## config.mk

```make
export PLATFORM = sky130hd
export DESIGN_NAME = rxdma_engine
export DESIGN_NICKNAME = d
export VERILOG_FILES = /design/src/rtl/rxdma_pkg.sv /design/src/rtl/rxdma_match.sv /design/src/rtl/rxdma_chan.sv /design/src/rtl/rxdma_wr.sv /design/src/rtl/rxdma_engine.sv
export SDC_FILE = /design/constraint.sdc
export NUM_CORES = 2
export LEC_CHECK = 0
export ABC_CLOCK_PERIOD_IN_PS = 4600
export CAP_MARGIN = 25
export CORE_ASPECT_RATIO = 1.1
export CORE_MARGIN = 2
export CORE_UTILIZATION = 50
export DETAILED_ROUTE_END_ITERATION = 7
export GPL_TIMING_DRIVEN = 0
export MAX_ROUTING_LAYER = met4
export PLACE_DENSITY = 0.69
export SETUP_SLACK_MARGIN = 0.1
export SYNTH_ARGS = -nofsm -noshare
export SYNTH_HDL_FRONTEND = slang
export SYNTH_SLANG_ARGS = --single-unit
```

## constraint.sdc

```tcl
create_clock -name clk -period 4.6 [get_ports clk]
set_input_delay 0.92 -clock clk [delete_from_list [all_inputs] [get_ports clk]]
set_output_delay 0.92 -clock clk [all_outputs]
set_load 0.02 [all_outputs]
```

## src/rtl/rxdma_pkg.sv

```systemverilog
package rxdma_pkg;
   // index width for a channel count, never below one bit
   function automatic int idx_w(input int n);
      return (n > 1) ? $clog2(n) : 1;
   endfunction
endpackage

```

## src/rtl/rxdma_match.sv

```systemverilog
module rxdma_match #(
   parameter int NCH    = 8,
   parameter int DW     = 32,
   parameter int CMP_LO = 0,
   parameter int CMP_HI = 27,
   localparam int CHW   = rxdma_pkg::idx_w(NCH)
) (
   input  logic [NCH*DW-1:0] net_flat,
   input  logic [NCH-1:0]    armed,
   input  logic [DW-1:0]     key,
   output logic              hit,
   output logic [CHW-1:0]    idx
);
   logic [NCH-1:0] eq;

   for (genvar i = 0; i < NCH; i++) begin : g_cmp
      assign eq[i] = armed[i] &&
         (net_flat[i*DW+CMP_HI : i*DW+CMP_LO] == key[CMP_HI:CMP_LO]);
   end

   // lowest index wins
   always_comb begin
      idx = '0;
      for (int i = NCH - 1; i >= 0; i--) begin
         if (eq[i]) idx = CHW'(i);
      end
   end
   assign hit = |eq;
endmodule

```

## src/rtl/rxdma_chan.sv

```systemverilog
module rxdma_chan #(
   parameter int AW = 16,
   parameter int CW = 16,
   parameter int DW = 32
) (
   input  logic          clk,
   input  logic          rst_n,
   input  logic          load,
   input  logic [AW-1:0] base,
   input  logic [DW-1:0] net,
   input  logic [CW-1:0] amount,
   input  logic          step,
   input  logic          done_set,
   input  logic          irq_clr,
   output logic          armed,
   output logic [DW-1:0] net_q,
   output logic [AW-1:0] ptr,
   output logic [CW-1:0] count,
   output logic          last,
   output logic          irq
);
   logic [CW-1:0] remain;

   assign last = (remain == CW'(1));

   always_ff @(posedge clk or negedge rst_n) begin
      if (!rst_n) begin
         armed  <= 1'b0;
         net_q  <= '0;
         ptr    <= '0;
         count  <= '0;
         remain <= '0;
      end else if (load) begin
         armed  <= 1'b1;
         net_q  <= net;
         ptr    <= base;
         count  <= '0;
         remain <= amount;
      end else if (step) begin
         ptr    <= ptr + AW'(1);
         count  <= count + CW'(1);
         remain <= remain - CW'(1);
         if (last) armed <= 1'b0;
      end
   end

   always_ff @(posedge clk or negedge rst_n) begin
      if (!rst_n)        irq <= 1'b0;
      else if (done_set) irq <= 1'b1;
      else if (irq_clr)  irq <= 1'b0;
   end

   p_step_armed_r6: assert property (@(posedge clk) disable iff (!rst_n)
      step |-> armed);
endmodule

```

## src/rtl/rxdma_wr.sv

```systemverilog
module rxdma_wr #(
   parameter int AW  = 16,
   parameter int DW  = 32,
   parameter int CHW = 3,
   localparam int BEW = DW / 8
) (
   input  logic           clk,
   input  logic           rst_n,
   input  logic           push,
   input  logic [AW-1:0]  push_addr,
   input  logic [DW-1:0]  push_data,
   input  logic           push_last,
   input  logic [CHW-1:0] push_ch,
   input  logic           mem_wait,
   output logic           stall,
   output logic           mem_we,
   output logic [AW-1:0]  mem_addr,
   output logic [DW-1:0]  mem_wdata,
   output logic [BEW-1:0] mem_be,
   output logic           done,
   output logic [CHW-1:0] done_ch
);
   logic wr_v, wr_last;

   always_ff @(posedge clk or negedge rst_n) begin
      if (!rst_n) begin
         wr_v      <= 1'b0;
         wr_last   <= 1'b0;
         mem_addr  <= '0;
         mem_wdata <= '0;
         done_ch   <= '0;
      end else if (push) begin
         wr_v      <= 1'b1;
         wr_last   <= push_last;
         mem_addr  <= push_addr;
         mem_wdata <= push_data;
         done_ch   <= push_ch;
      end else if (!mem_wait) begin
         wr_v <= 1'b0;
      end
   end

   assign mem_we = wr_v;
   assign mem_be = {BEW{1'b1}};
   assign stall  = wr_v && mem_wait;
   assign done   = wr_v && !mem_wait && wr_last;

   p_be_full_r3: assert property (@(posedge clk) disable iff (!rst_n)
      mem_we |-> (mem_be == {BEW{1'b1}}));
   p_hold_on_wait_r4: assert property (@(posedge clk) disable iff (!rst_n)
      (mem_we && mem_wait) |=> (mem_we && $stable(mem_addr) && $stable(mem_wdata)));
   p_no_push_in_stall_r4: assert property (@(posedge clk) disable iff (!rst_n)
      push |-> !(wr_v && mem_wait));
endmodule

```

## src/rtl/rxdma_engine.sv

```systemverilog
module rxdma_engine #(
   parameter int DW     = 32,
   parameter int AW     = 16,
   parameter int CW     = 16,
   parameter int NCH    = 8,
   parameter int CMP_LO = 0,
   parameter int CMP_HI = 27,
   localparam int CHW   = rxdma_pkg::idx_w(NCH),
   localparam int BEW   = DW / 8
) (
   input  logic              clk,
   input  logic              rst_n,
   input  logic              rx_valid,
   input  logic              rx_is_addr,
   input  logic [DW-1:0]     rx_word,
   output logic              rx_ready,
   input  logic              cfg_load,
   input  logic [CHW-1:0]    cfg_sel,
   input  logic [AW-1:0]     cfg_base,
   input  logic [DW-1:0]     cfg_net,
   input  logic [CW-1:0]     cfg_amount,
   input  logic [NCH-1:0]    irq_clr,
   output logic [NCH-1:0]    irq,
   output logic              unk_irq,
   output logic [DW-1:0]     unk_addr,
   input  logic [CHW-1:0]    rd_sel,
   output logic [AW-1:0]     rd_ptr,
   output logic [CW-1:0]     rd_count,
   output logic              rd_armed,
   output logic [AW-1:0]     mem_addr,
   output logic              mem_we,
   output logic [BEW-1:0]    mem_be,
   output logic [DW-1:0]     mem_wdata,
   input  logic              mem_wait
);
   if (DW % 8 != 0)                begin : g_bad_dw  $error("DW must be whole bytes"); end
   if (CMP_HI >= DW)               begin : g_bad_hi  $error("CMP_HI beyond word"); end
   if (CMP_LO < 0 || CMP_LO > CMP_HI) begin : g_bad_lo $error("bad compare slice"); end
   if (NCH < 1)                    begin : g_bad_n   $error("need a channel"); end

   logic [NCH-1:0]    armed, last, step, done_set;
   logic [NCH*DW-1:0] net_flat;
   logic [AW-1:0]     ptr_a [NCH];
   logic [CW-1:0]     cnt_a [NCH];
   logic [CHW-1:0]    cur_ch, hit_idx, done_ch;
   logic              cur_v, unk_pend, hit, stall, done, acc, push, cur_last;
   logic [DW-1:0]     key;
   logic [AW-1:0]     cur_ptr;

   assign rx_ready = !unk_pend && !stall;
   assign acc      = rx_valid && rx_ready;
   assign push     = acc && !rx_is_addr && cur_v;
   assign key      = unk_pend ? unk_addr : rx_word;
   assign unk_irq  = unk_pend;
   assign cur_last = (int'(cur_ch) < NCH) ? last[cur_ch]  : 1'b0;
   assign cur_ptr  = (int'(cur_ch) < NCH) ? ptr_a[cur_ch] : '0;

   rxdma_match #(.NCH(NCH), .DW(DW), .CMP_LO(CMP_LO), .CMP_HI(CMP_HI)) u_match (
      .net_flat(net_flat), .armed(armed), .key(key), .hit(hit), .idx(hit_idx));

   for (genvar i = 0; i < NCH; i++) begin : g_ch
      assign step[i]     = push && (cur_ch == CHW'(i));
      assign done_set[i] = done && (done_ch == CHW'(i));
      rxdma_chan #(.AW(AW), .CW(CW), .DW(DW)) u_chan (
         .clk(clk), .rst_n(rst_n),
         .load(cfg_load && (cfg_sel == CHW'(i))),
         .base(cfg_base), .net(cfg_net), .amount(cfg_amount),
         .step(step[i]), .done_set(done_set[i]), .irq_clr(irq_clr[i]),
         .armed(armed[i]), .net_q(net_flat[i*DW +: DW]),
         .ptr(ptr_a[i]), .count(cnt_a[i]), .last(last[i]), .irq(irq[i]));
   end

   rxdma_wr #(.AW(AW), .DW(DW), .CHW(CHW)) u_wr (
      .clk(clk), .rst_n(rst_n), .push(push), .push_addr(cur_ptr),
      .push_data(rx_word), .push_last(cur_last), .push_ch(cur_ch),
      .mem_wait(mem_wait), .stall(stall), .mem_we(mem_we), .mem_addr(mem_addr),
      .mem_wdata(mem_wdata), .mem_be(mem_be), .done(done), .done_ch(done_ch));

   // channel selection and unknown-address hold
   always_ff @(posedge clk or negedge rst_n) begin
      if (!rst_n) begin
         cur_ch   <= '0;
         cur_v    <= 1'b0;
         unk_pend <= 1'b0;
         unk_addr <= '0;
      end else if (unk_pend) begin
         if (hit) begin
            unk_pend <= 1'b0;
            cur_ch   <= hit_idx;
            cur_v    <= 1'b1;
         end
      end else if (acc && rx_is_addr) begin
         if (hit) begin
            cur_ch <= hit_idx;
            cur_v  <= 1'b1;
         end else begin
            cur_v    <= 1'b0;
            unk_pend <= 1'b1;
            unk_addr <= rx_word;
         end
      end else if (push && cur_last) begin
         cur_v <= 1'b0;
      end
   end

   always_comb begin
      rd_ptr   = '0;
      rd_count = '0;
      rd_armed = 1'b0;
      if (int'(rd_sel) < NCH) begin
         rd_ptr   = ptr_a[rd_sel];
         rd_count = cnt_a[rd_sel];
         rd_armed = armed[rd_sel];
      end
   end

   p_stall_backpressure_r4: assert property (@(posedge clk) disable iff (!rst_n)
      (mem_we && mem_wait) |-> !rx_ready);
   p_unknown_blocks_r7: assert property (@(posedge clk) disable iff (!rst_n)
      unk_irq |-> !rx_ready);
   p_irq_after_write_r5: assert property (@(posedge clk) disable iff (!rst_n)
      ((irq & ~$past(irq)) != '0) |-> $past(mem_we && !mem_wait));
   p_onehot_set_r5: assert property (@(posedge clk) disable iff (!rst_n)
      $onehot0(done_set));
endmodule

```

Yosys cells after proc, flatten, opt, wreduce, memory -nomap -nowiden
Index checks and enable logic that the tools add are counted.
{"block": "word_totals", "ff_bits": 714, "latchBits": 0, "elab_cells": 336, "ram_bits": 0, "romBits": 0, "inputBits": 116, "n_memories": 0}
{"block": "classes", "bitwise": 4, "div": 0, "n_eq_ne": 39, "reduce_logical": 85, "mux": 123, "shifts": 0, "order_cmp": 4, "addsub": 24, "mul": 0}
{"operator": "$mux W16", "n": 54}
{"operator": "$add A16 B1 Y16 const B", "n": 16}
{"operator": "$eq A28 B28 Y1", "n": 8}
{"operator": "$bmux W16 S3", "n": 3}
{"operator": "$eq A16 B1 Y1 const B", "n": 8}
{"operator": "$sub A16 B1 Y16 const B", "n": 8}
{"operator": "$mux W1", "n": 52}
{"operator": "$reduce_bool A2 Y1", "n": 25}
{"operator": "$logic_and A1 B1 Y1", "n": 41}
{"operator": "$eq A3 B3 Y1 const B", "n": 12}
{"operator": "$mux W3", "n": 11}
{"operator": "$mux W28", "n": 1}
{"operator": "$eq A3 B2 Y1 const B", "n": 6}
{"operator": "$reduce_and A2 Y1", "n": 9}
{"operator": "$eq A3 B1 Y1 const B", "n": 3}
{"operator": "$logic_not A3 Y1", "n": 3}
{"operator": "$ge A4 B4 Y1 const B", "n": 2}
{"operator": "$lt A3 B4 Y1 const B", "n": 2}
{"operator": "$not A3 Y4", "n": 2}
{"operator": "$reduce_or A8 Y1", "n": 1}
{"operator": "$bmux W1 S3", "n": 2}
{"operator": "$logic_not A1 Y1", "n": 4}
{"operator": "$ne A2 B1 Y1 const B", "n": 2}
{"operator": "$reduce_and A3 Y1", "n": 1}
{"operator": "2 further kinds", "n": 3}

Longest topological paths before layout
{"block": "depth", "depth_word": 14, "mapped_depth": 11}

Hierarchy
Synthesis repeated with hierarchy kept, for this count alone.
{"block": "hier_totals", "hier_cells": 3602, "area_unflattened_um2": 40431.3}
{"mod": "rxdma_chan at g_ch[0].u_chan ...", "instances": 6, "seq_area_each_um2": 2052.0, "area_per_inst_um2": 3801.1, "cells_each": 349}
{"mod": "rxdma_engine", "instances": 1, "seq_area_each_um2": 925.9, "area_per_inst_um2": 4977.3, "cells_each": 346}
{"mod": "rxdma_chan at g_ch[2].u_chan", "instances": 1, "seq_area_each_um2": 2052.0, "area_per_inst_um2": 3802.4, "cells_each": 347}
{"mod": "rxdma_chan at g_ch[7].u_chan", "instances": 1, "seq_area_each_um2": 2052.0, "area_per_inst_um2": 3774.9, "cells_each": 348}
{"mod": "rxdma_match", "instances": 1, "seq_area_each_um2": 0.0, "area_per_inst_um2": 2806.4, "cells_each": 348}
{"mod": "rxdma_wr", "instances": 1, "seq_area_each_um2": 1326.3, "area_per_inst_um2": 2263.4, "cells_each": 119}

Worst setup path after synthesis
No wires, ideal clock.
{"block": "synth_path", "path_type": "input -> output", "from": "input port rd_sel[0]", "to": "output port rd_ptr[0]", "path_buffers": 2, "setup_slack_ns": 0.902, "stages": 4, "t_arrival_ns": 2.778, "path_cell_list": "buf_1 buf_1 mux4_2 mux2_2"}
{"block": "synth_between", "elab_chain_len": 4}
{"item": "start, declared", "line": "rxdma_engine.sv:26", "rtl": "input logic [CHW-1:0] rd_sel,"}
{"item": "$not A3 Y4 (not written as such)", "line": "rxdma_engine.sv:111", "rtl": "rd_ptr = ptr_a[rd_sel];"}
{"item": "$bmux W16 S3", "line": "rxdma_engine.sv:111"}
{"item": "$mux W16 (not written as such) (2 in a row)", "line": "rxdma_engine.sv:111"}
{"item": "end, declared", "line": "rxdma_engine.sv:27", "rtl": "output logic [AW-1:0] rd_ptr,"}
Every way passes these cells. The select of a mux whose other input is x is not followed.

Worst setup path after layout
{"block": "layout_path", "from": "input port rd_sel[1]", "to": "output port rd_armed"}
{"block": "layout_between", "elab_chain_len": 2}
{"item": "$bmux W1 S3", "line": "rxdma_engine.sv:113", "rtl": "rd_armed = armed[rd_sel];"}
{"item": "$mux W1 (not written as such)", "line": "rxdma_engine.sv:113"}
{"item": "end, declared", "line": "rxdma_engine.sv:29", "rtl": "output logic rd_armed,"}
Every way passes these cells. The select of a mux whose other input is x is not followed.

==> results.py <==
metrics = {
    "sta": {
        "hold_violations": 0,
        "slew_headroom": 0.255,
        "setup_violations": 0,
        "final_max_slew_viol_count": 0,
        "tightest_slew_ns": 1.12,
        "fin_ws_ns": 0.154,
        "fmax_mhz": 225,
        "finClkSkew_ns": 0.0544,
        "rsz0062_at_grt": "false",
        "finalSetupTns_ns": 0,
        "fin_crit_ns": 4.45,
        "fin_crit_sh": 0.967,
    },
    "logic_synthesis": {
        "seq_area_frac_synth": 0.464,
        "synth_area_sq_mm": 0.0385,
        "ys_seq_elements": 714,
        "ys_async_sr_fraction": 1.00,
        "synth.area.top_cells": "dfrtp_1 (46%), xnor2_1 (8.1%), nand2_1 (7.6%)",
        "synth_warnings": 0,
        "ys.flop_type": "dfrtp_1",
        "yosysTopAreaCell": "dfrtp_1",
        "synth_edf_count": 0,
        "synth_top_area_share": 0.464,
        "synth_cell_type_count": 73,
        "avgSynthCellArea_sq_um": 10.3,
        "syn-instance-count": 3753,
    },
    "cts": {
        "cts.root.buffer_cell": "clkbuf_16",
        "cts_tree": "built",
        "cts.path.max_buffers": 3,
        "h-tree-depth": 3,
        "clkTransAtPathRegs_ns": 0.06,
        "clock-sinks": 714,
        "cts_buffers": 78,
        "post_cts_buffers": 0,
        "clk_latency_ns": 0.68,
        "cts_resized": 5,
        "hold_buffers": 0,
    },
    "pwr": {
        "intPower_mw": 13.1,
        "powerDensity_mw_per_mm2": 430,
        "power.total_mw": 19.3,
        "switching_share": 0.323,
        "seq_power_share": 0.422,
        "p_leak_nw": 18.3,
        "combinationalPowerShare": 0.239,
        "peakVddDrop_mv": 0.378,
        "p_clk_frac": 0.339,
        "p_sw_mw": 6.25,
    },
    "global_routing": {
        "grt_pass1_wl_um": 188000,
        "track_usage": 0.329,
        "grt_pass1_vias": 29926,
        "overflow": 0,
        "grt_max_degree": 115,
        "antenna_found_initial": 4,
    },
    "floorplanning": {
        "die_x_um": 269,
        "coreArea_sq_mm": 0.0761,
        "die_y_um": 295,
        "num_rows": 106,
        "initial_core_util": 0.506,
        "die_area_sq_mm": 0.0793,
        "pin_count": 244,
    },
    "place": {
        "place_ws_ns": -0.388,
        "dpl.hpwl_um": 91600,
        "place_area_sq_mm": 0.0421,
        "numPortBuffers": 200,
        "gp_congestion": 0.991,
    },
    "routing": {
        "via_count": 30166,
        "drc_errors": 0,
        "top_layer": "met4",
        "ant_nets": 0,
        "wl_met1_um": 48500,
        "firstDrtPassIters": 6,
        "drt-initial-drc-count": 2882,
        "drt-total-wl_um": 125000,
        "wl_met2_um": 59400,
        "route.met3.wl_um": 9120,
        "wl_per_cell_um": 24.4,
        "viasPerCell": 5.86,
    },
    "layout": {
        "final_cell_mix": "nand2_1 (780), dfrtp_1 (714), xnor2_1 (355)",
        "mostFrequentLayoutCell": "nand2_1",
        "nNetsFinal": 4203,
        "utilization": 0.590,
        "layout-drive-gt1-share": 0.129,
        "syn_to_final_growth_pct": 16.5,
        "final_cell_area_sq_mm": 0.0449,
    },
    "setup_path": {
        "crit_required_ns": 3.68,
        "worstPathMaxFanout": 10,
        "critPathKind": "input pin to output pin",
        "arrival_ns": 3.53,
        "reg2reg_depth": 11,
        "startpoint_type": "input pin",
        "cp-end-kind": "output pin",
    },
    "worst_hold_path": {
        "hold_path.class": "input pin to asynchronous set/reset pin",
    },
    "outcome": {
        "outcome": "complete, no violations",
    },
    "run": {
        "drv_cap": 0,
    },
}
-- through the flow --
step	instances	hold slack [ns]
after floorplan	3756	0.447
after global placement	4982	0.462
after detailed placement	4997	0.466
after CTS	5138	0.127
after global routing	5145	0.150
final	5147	0.139
-- synth_stat cells (34+ instances only) --
master and n:
nand2_1 780, dfrtp_1 714, xnor2_1 355, o21ai_0 282, nor2_1 231, xor2_1 208
mux2_2 181, clkbuf_1 141, mux4_2 98, nand4_1 84, nor4_1 77, nand3_1 71
nor3_1 50, buf_1 47, and3_1 42, inv_1 37, or3_1 34
-- power groups by stage --
stage	combinational (mW)	clock (mW)	sequential [mW]
global route	4.91	6.85	8.28
CTS	4.58	6.60	8.13
global placement	4.46	0	8.22
floorplan	2.92	0	8.11
detailed placement	4.55	0	8.23
finish	4.61	6.55	8.16
-- state kept, by name, summed over array words and instances (netlist names), 16 cells and up --
name                cells
g_ch.u_chan.remain    128
u_wr.mem_addr          16
u_wr.mem_wdata         32
unk_addr               32
g_ch.u_chan.ptr       128
g_ch.u_chan.count     128
g_ch.u_chan.net_q     224
-- worst paths after layout --
kind | from | to | slack (ns)
setup / recovery | rd_sel[1] | rd_armed | 0.15
hold / removal | rst_n | g_ch[1].u_chan.ptr[8] | 0.14
setup reg to reg | unk_irq | unk_addr[2] | 0.43
hold reg to reg | u_wr.mem_addr[8] | u_wr.mem_addr[8] | 0.48
max in group asynchronous | rst_n | g_ch[0].u_chan.net_q[14] | 2.69
min in group clk | u_wr.mem_addr[8] | u_wr.mem_addr[8] | 0.48
-- cell families after synthesis --
logic type / after synthesis / synth area share
compound gates: 362 / 0.0504
xor+xnor: 565 / 0.129
fa+ha+maj: 32 / 0.0104
buf+inv: 247 / 0.0279
flops: 714 / 0.464
mux: 365 / 0.145
other cells: 1 / 0.0000973
simple gates: 1467 / 0.173
-- metal layers --
metal / track usage / vias up
met1: 0.403 / 15137
met2: 0.516 / 1272
met4: 0.199 / 0
met3: 0.0501 / 360
li1: - / 13397
met5: - / -
-- critical path, cell delays in order --
cell,delay (ns)
clkbuf_1,0.30
buf_8,0.23
clkbuf_1,0.73
mux4_2,0.41
mux2_2,0.35
clkdlybuf4s50_1,0.56
-- cell type report --
cell class / count / area, sq um
Antenna cell: 5 / 12.5
Buffer: 210 / 948
Clock buffer: 118 / 2290
Clock inverter: 23 / 378
Fill cell: 6475 / 31200
Inverter: 37 / 139
Multi-Input combinational cell: 2795 / 19600
Sequential cell: 714 / 17900
Tap cell: 1026 / 1280
Timing Repair Buffer: 219 / 2360
Note: power is estimated with default switching activity, not from simulation.
